==> src/rtl/eoc_pkg.sv <==
package eoc_pkg;
  localparam int ROW_W  = 9;
  localparam int TS_W   = 8;
  localparam int WORD_W = ROW_W + TS_W;
  typedef struct packed {
    logic [TS_W-1:0]  ts;
    logic [ROW_W-1:0] row;
  } hit_word_t;
endpackage

==> src/rtl/eoc_hit_sync.sv <==
module eoc_hit_sync (
  input  logic clk,
  input  logic rst_n,
  input  logic stb_i,
  output logic sample_o
);
  logic s1_q, s2_q, s3_q;

  always_ff @(posedge clk or negedge rst_n) begin
    if (!rst_n) begin
      s1_q <= 1'b0;
      s2_q <= 1'b0;
      s3_q <= 1'b0;
    end else begin
      s1_q <= stb_i;
      s2_q <= s1_q;
      s3_q <= s2_q;
    end
  end

  assign sample_o = s2_q & ~s3_q;

  // an edge detector can never fire on two consecutive clocks
  assert_single_capture_R2: assert property (@(posedge clk) disable iff (!rst_n)
    sample_o |=> !sample_o);
endmodule

==> src/rtl/eoc_hit_ram.sv <==
module eoc_hit_ram #(
  parameter int DEPTH  = 4,
  parameter int WORD_W = 17,
  parameter int DROP_W = 8
) (
  input  logic              clk,
  input  logic              rst_n,
  input  logic              sample_i,
  input  logic [WORD_W-1:0] word_i,
  input  logic              q_full_i,
  output logic              push_o,
  output logic [WORD_W-1:0] push_word_o,
  output logic              full_o,
  output logic [DROP_W-1:0] drop_o
);
  localparam int IDX_W = (DEPTH > 1) ? $clog2(DEPTH) : 1;
  localparam logic [DROP_W-1:0] DROP_MAX = '1;

  logic [DEPTH-1:0]  occ_q, occ_d;
  logic [DEPTH-1:0]  wr_sel, rd_sel;
  logic [IDX_W-1:0]  rd_idx;
  logic              wr_en, rd_en, drop_en;
  logic [DROP_W-1:0] drop_q, drop_d;
  logic [WORD_W-1:0] mem_q [DEPTH];

  // write priority: lowest free entry; read priority: lowest occupied entry
  always_comb begin
    wr_sel = '0;
    rd_sel = '0;
    rd_idx = '0;
    for (int i = DEPTH-1; i >= 0; i--) begin
      if (!occ_q[i]) wr_sel = DEPTH'(1) << i;
      if (occ_q[i]) begin
        rd_sel = DEPTH'(1) << i;
        rd_idx = IDX_W'(i);
      end
    end
  end

  assign full_o  = &occ_q;
  assign wr_en   = sample_i & ~full_o;
  assign drop_en = sample_i & full_o & (drop_q != DROP_MAX);
  assign rd_en   = (|occ_q) & ~q_full_i;

  always_comb begin
    occ_d  = occ_q;
    if (rd_en) occ_d = occ_d & ~rd_sel;
    if (wr_en) occ_d = occ_d | wr_sel;
    drop_d = drop_q;
    if (drop_en) drop_d = drop_q + DROP_W'(1);
  end

  always_ff @(posedge clk or negedge rst_n) begin
    if (!rst_n) begin
      occ_q  <= '0;
      drop_q <= '0;
    end else begin
      occ_q  <= occ_d;
      drop_q <= drop_d;
    end
  end

  for (genvar g = 0; g < DEPTH; g++) begin : g_entry
    always_ff @(posedge clk) begin
      if (wr_en && wr_sel[g]) mem_q[g] <= word_i;
    end
  end

  assign push_o      = rd_en;
  assign push_word_o = mem_q[rd_idx];
  assign drop_o      = drop_q;

  assert_wr_lowest_free_R4: assert property (@(posedge clk) disable iff (!rst_n)
    wr_en |-> ($onehot(wr_sel) && ((wr_sel & occ_q) == '0)
               && (((wr_sel - DEPTH'(1)) & ~occ_q) == '0)));
  assert_rd_lowest_used_R5: assert property (@(posedge clk) disable iff (!rst_n)
    push_o |-> ($onehot(rd_sel) && ((rd_sel & occ_q) != '0)
                && (((rd_sel - DEPTH'(1)) & occ_q) == '0)));
  assert_rd_frees_entry_R5: assert property (@(posedge clk) disable iff (!rst_n)
    push_o |=> ((occ_q & $past(rd_sel)) == '0));
  assert_drop_counted_R7: assert property (@(posedge clk) disable iff (!rst_n)
    (sample_i && full_o && drop_q != DROP_MAX) |=> drop_q == $past(drop_q) + DROP_W'(1));
  assert_full_no_write_R6: assert property (@(posedge clk) disable iff (!rst_n)
    (full_o && !push_o) |=> full_o);
endmodule

==> src/rtl/eoc_out_fifo.sv <==
module eoc_out_fifo #(
  parameter int DEPTH  = 8,
  parameter int WORD_W = 17
) (
  input  logic              clk,
  input  logic              rst_n,
  input  logic              push_i,
  input  logic [WORD_W-1:0] push_word_i,
  input  logic              pop_i,
  output logic [WORD_W-1:0] head_o,
  output logic              empty_o,
  output logic              full_o
);
  localparam int PW = $clog2(DEPTH);
  localparam logic [PW:0] FULL_CNT = (PW+1)'(DEPTH);

  logic [WORD_W-1:0] mem_q [DEPTH];
  logic [PW-1:0]     wptr_q, wptr_d, rptr_q, rptr_d;
  logic [PW:0]       cnt_q, cnt_d;
  logic              do_pop;

  assign empty_o = (cnt_q == '0);
  assign full_o  = (cnt_q == FULL_CNT);
  assign do_pop  = pop_i & ~empty_o;

  always_comb begin
    wptr_d = wptr_q;
    rptr_d = rptr_q;
    cnt_d  = cnt_q;
    if (push_i) wptr_d = wptr_q + PW'(1);
    if (do_pop) rptr_d = rptr_q + PW'(1);
    if (push_i && !do_pop) cnt_d = cnt_q + (PW+1)'(1);
    if (!push_i && do_pop) cnt_d = cnt_q - (PW+1)'(1);
  end

  always_ff @(posedge clk or negedge rst_n) begin
    if (!rst_n) begin
      wptr_q <= '0;
      rptr_q <= '0;
      cnt_q  <= '0;
    end else begin
      wptr_q <= wptr_d;
      rptr_q <= rptr_d;
      cnt_q  <= cnt_d;
    end
  end

  always_ff @(posedge clk) begin
    if (push_i) mem_q[wptr_q] <= push_word_i;
  end

  assign head_o = mem_q[rptr_q];

  assert_no_overflow_R9: assert property (@(posedge clk) disable iff (!rst_n)
    push_i |-> cnt_q < FULL_CNT);
  assert_empty_pop_ignored_R8: assert property (@(posedge clk) disable iff (!rst_n)
    (pop_i && empty_o && !push_i) |=> (empty_o && $stable(rptr_q)));
endmodule

==> src/rtl/eoc_hit_buffer.sv <==
module eoc_hit_buffer #(
  parameter int BUF_DEPTH = 4,
  parameter int Q_DEPTH   = 8,
  parameter int LOST_W    = 8
) (
  input  logic                       clk,
  input  logic                       rst_n,
  input  logic                       hit_stb_i,
  input  logic [eoc_pkg::ROW_W-1:0]  hit_row_i,
  input  logic [eoc_pkg::TS_W-1:0]   tstamp_i,
  input  logic                       q_rd_i,
  output logic [eoc_pkg::WORD_W-1:0] q_data_o,
  output logic                       q_empty_o,
  output logic                       buf_full_o,
  output logic [LOST_W-1:0]          lost_cnt_o
);
  import eoc_pkg::*;

  logic              sample;
  hit_word_t         cap_word;
  logic              push, q_full;
  logic [WORD_W-1:0] push_word;

  assign cap_word.ts  = tstamp_i;
  assign cap_word.row = hit_row_i;

  eoc_hit_sync u_sync (
    .clk(clk), .rst_n(rst_n), .stb_i(hit_stb_i), .sample_o(sample)
  );

  eoc_hit_ram #(.DEPTH(BUF_DEPTH), .WORD_W(WORD_W), .DROP_W(LOST_W)) u_ram (
    .clk(clk), .rst_n(rst_n), .sample_i(sample), .word_i(cap_word),
    .q_full_i(q_full), .push_o(push), .push_word_o(push_word),
    .full_o(buf_full_o), .drop_o(lost_cnt_o)
  );

  eoc_out_fifo #(.DEPTH(Q_DEPTH), .WORD_W(WORD_W)) u_fifo (
    .clk(clk), .rst_n(rst_n), .push_i(push), .push_word_i(push_word),
    .pop_i(q_rd_i), .head_o(q_data_o), .empty_o(q_empty_o), .full_o(q_full)
  );

  // the whole block comes out of reset idle
  assert_idle_after_reset_R1: assert property (@(posedge clk)
    $rose(rst_n) |-> (q_empty_o && !buf_full_o && lost_cnt_o == '0));
endmodule

==> config.mk <==
export PLATFORM = sky130hd
export DESIGN_NAME = eoc_hit_buffer
export DESIGN_NICKNAME = d
export VERILOG_FILES = /design/src/rtl/eoc_pkg.sv /design/src/rtl/eoc_hit_sync.sv /design/src/rtl/eoc_hit_ram.sv /design/src/rtl/eoc_out_fifo.sv /design/src/rtl/eoc_hit_buffer.sv
export SDC_FILE = /design/constraint.sdc
export NUM_CORES = 1
export LEC_CHECK = 0
export BUFFER_PORTS_ARGS = -buffer_cell sky130_fd_sc_hd__buf_2
export CORE_UTILIZATION = 55
export CTS_CLUSTER_SIZE = 14
export DETAILED_ROUTE_END_ITERATION = 8
export PLACE_DENSITY = 0.73
export SETUP_SLACK_MARGIN = 0.1
export SLEW_MARGIN = 15
export SYNTH_ARGS = -nofsm -noshare
export SYNTH_HDL_FRONTEND = slang
export SYNTH_SLANG_ARGS = --single-unit
==> constraint.sdc <==
create_clock -name clk -period 7.2 [get_ports clk]
set_input_delay 2.16 -clock clk [delete_from_list [all_inputs] [get_ports clk]]
set_output_delay 2.16 -clock clk [all_outputs]
set_load 0.02 [all_outputs]
==> summary.txt <==
Final layout
  – Share of cells above drive strength 1: 0.317
  – NumNets Final: around 510
  – Final core utilization: 0.638
  – Fin cells: 717
  – Syn-to-layout area delta: 13.1%
  – Filler Cell Count: 1125
  – Multi-input logic area: 0.00211 mm^2
  – FF+latch area: a little under 0.007 mm^2
  – Finished Cell Area: 0.0101 mm^2
  – Antenna Cells: 0

Logic synthesis
  – Top-area cell type share of the netlist area: 0.683
  – Post-Synthesis Net Count: 447
  – EDFF count, synth: 204
  – Top-count cell post-synth: edfxtp_1
  – Largest family of logic cells by synthesized area: multiplexers
  – Syn Inst Count: 420
  – Ys async rst share: 0.109
  – YS warnings: 0
  – Main synth FF type: edfxtp_1
  – Compound-Gate Fraction of Synth Area: 0.0120
  – Synth area leader: edfxtp_1
  – Synth Register Bits: 229
  – Cell Area, Synth: between 0.008 and 0.009 mm^2
  – Post-synthesis simple-gate area fraction: 0.0399
  – Library cells used by synthesis: 40
  – Xor/xnor share of the synthesized area: 0.00977
  – Synth area leaders: edfxtp_1, mux4_2, dfrtp_1
  – Mux cell area share after synthesis: 0.162
  – Avg Inst Size Synth: 21.3 um^2
  – Post-Synth Adder-Cell Area: 0.00837
  – Post-synth top cells: edfxtp_1, mux4_2, dfrtp_1
  – Register area share after synthesis: 0.753

Floorplanning
  – Die width: 130 um
  – Initial Util: 0.564
  – I/O Pins: 48
  – Row cnt: 46
  – Die Y: around 130 um
  – Die Area: 0.0168 mm^2
  – Core area: approximately 0.016 mm^2

Timing
  – Setup TNS: 0 ns
  – Slew HR: 0.315
  – Skew final: a little under 0.008 ns
  – Setup ws final: 2.31 ns
  – Final period util: 0.680
  – Unrepaired setup endpoints after global routing: false
  – Tmin final: approximately 4.9 ns
  – Final-report hold violation count: 0
  – FMAX: 204 MHz
  – Setup violators final: 0
  – Final Max Slew Viols: 0
  – Worst hold slack: 0.357 ns
  – Worst Tran Pin Value: 1.02 ns

Worst setup path
  – Buf+Inv Stages, Crit Path: 2
  – Critical path endpoint category: output port
  – Crit path DAT: around 2.7 ns
  – Worst path depth: 4
  – Crit path max-delay family: multiplexers
  – Worst R2R Start: u_ram.occ_q[1]
  – Crit. Startpoint: u_fifo.rptr_q[0]
  – Critical Path RT: 5.04 ns
  – CP Max Fanout: 21
  – CP Class: flip-flop to output port
  – Max incr delay on CP: ~0.68 ns
  – Path depth of the worst reg2reg path: 4
  – Crit path cell chain: buf_4 -> mux4_1 -> mux2_2 -> buf_2
  – CP max stage cell: dfrtp_2
  – Startpoint Class: flip-flop

Outcome
  – Run status: finished, final reports clean

Placed design
  – DP HPWL: between 9000 and 10000 um
  – Routability cong.: ~0.70
  – Dpl ws: 2.78 ns
  – Port-buffer cells: 47
  – Placed instance count: 678
  – DP Area: ~0.0095 mm^2

CTS
  – CTS tree: done
  – Post_cts resized: 0
  – Hold-fix buffers, CTS: 0
  – H-tree levels: 1
  – Root buffer cell: clkbuf_16
  – Cts bufs inserted: 23
  – CTS Buffer Depth: 3
  – Post-CTS setup buffer count: 0
  – Clk slew on worst S/H paths: 0.06 ns
  – Clock latency on the worst-skew pair: 0.50 ns
  – Clock Sinks: between 200 and 250

GRT
  – First-pass GRT wire length: 23800 um
  – Number of global-route vias before repair: 4168
  – Antenna violations before repair: 0
  – Total gr overflow: 0
  – Total GRT Usage: 0.193
  – Largest net degree at the start of global routing: 37

Routing
  – DR vias: 4134
  – DR iter-0 viols: 310
  – DRC: 0
  – TritonRoute pass-1 iters: 4
  – Via/cell ratio: 5.77
  – Routed len/inst: 21.4 um
  – Drt total wl: 15300 um
  – Antenna Nets Post-Route: 0

Min path
  – Worst Hold Launch: u_sync.s1_q
  – Hold Path Stages: 0
  – Worst hold path type: flip-flop to flip-flop

Run
  – Max-Cap Viols: 0

Power
  – Total power draw: 3.53 mW
  – PwrDens: 348 mW/mm^2
  – Leak: 3.48 nW
  – VDD IR max: 0.188 mV
[registers in the layout, indices dropped and copies added, names as in the netlist]
signal	cells
u_sync.s1_q	1
u_fifo.cnt_q	4
u_ram.mem_q	68
u_fifo.rptr_q	3
u_ram.drop_o	8
u_ram.occ_q	4
u_fifo.mem_q	136
u_sync.s3_q	1
u_fifo.wptr_q	3
u_sync.s2_q	1
[power breakdown]
part	internal, mW	leakage, nW	total [mW]	switching, mW
Clock	0.619	0.331	1.07	0.449
Sequential	1.57	2.16	1.72	0.149
Combinational	0.383	0.989	0.743	0.360
[metal layers]
layer  vias to the layer above  GRT usage  part of all wire
met5                         -          0                 0
met4                         0     0.0705             0.019
met3                        25     0.0355             0.050
met2                       115      0.301              0.48
met1                      2141      0.276              0.45
li1                       1853          -                 -
[final timing paths]
kind,end,slack (ns)
min reg2reg,u_sync.s2_q,0.36
max,q_data_o[12],2.31
min in group asynchronous,u_ram.drop_o[7],1.66
max in group asynchronous,u_fifo.rptr_q[0],5.13
min,u_sync.s2_q,0.36
max reg2reg,u_fifo.mem_q[2][8],4.61
[worst register-to-register path, cell delays in order, from the launching register on]
cell and delay [ns]:
dfrtp_1 0.66, nor4_1 0.15, or3_1 0.45, nor2_1 0.68
buf_4 0.35
[layout make-up]
class,instances,area share
multi-input combinational,170,0.208
sequential,229,0.666
clock buffer,28,0.0586
timing repair buffer,57,0.0306
inverter,6,0.00222
tap,216,0.0267
clock inverter,11,0.00765
[placed cells by master, fill, tap and decap left out, types with 2 or more instances in the layout]
master,Yosys,layout
o21ai_0,4,4
xor2_1,6,6
mux4_1,11,11
clkbuf_1,1,5
dfrtp_2,0,2
and4b_1,2,2
ha_1,6,6
nand2b_1,5,5
xnor2_1,4,4
nor4_1,2,2
buf_2,4,47
buf_4,3,10
clkinv_2,0,4
nor3_4,1,4
edfxtp_1,204,204
a21oi_1,5,5
mux2_2,23,23
inv_1,6,6
dfrtp_1,25,23
or3_1,2,2
nor2_1,19,19
clkinv_1,0,5
nand4_1,2,2
nor2b_1,5,5
a31oi_1,2,2
nand2_1,16,16
clkbuf_16,0,23
mux4_2,40,40
[kinds of logic (layout without fill, tap and decap cells)]
kind of cell / after synthesis / in the layout
AOI/OAI and AO/OA: 16 / 16
muxes: 74 / 74
and+or+nand+nor: 64 / 64
xor gates and xnor gates: 10 / 10
buffers and inverters: 21 / 102
adders and majority gates: 6 / 6
DFF: 229 / 229
(Power assumes the default switching activity.)
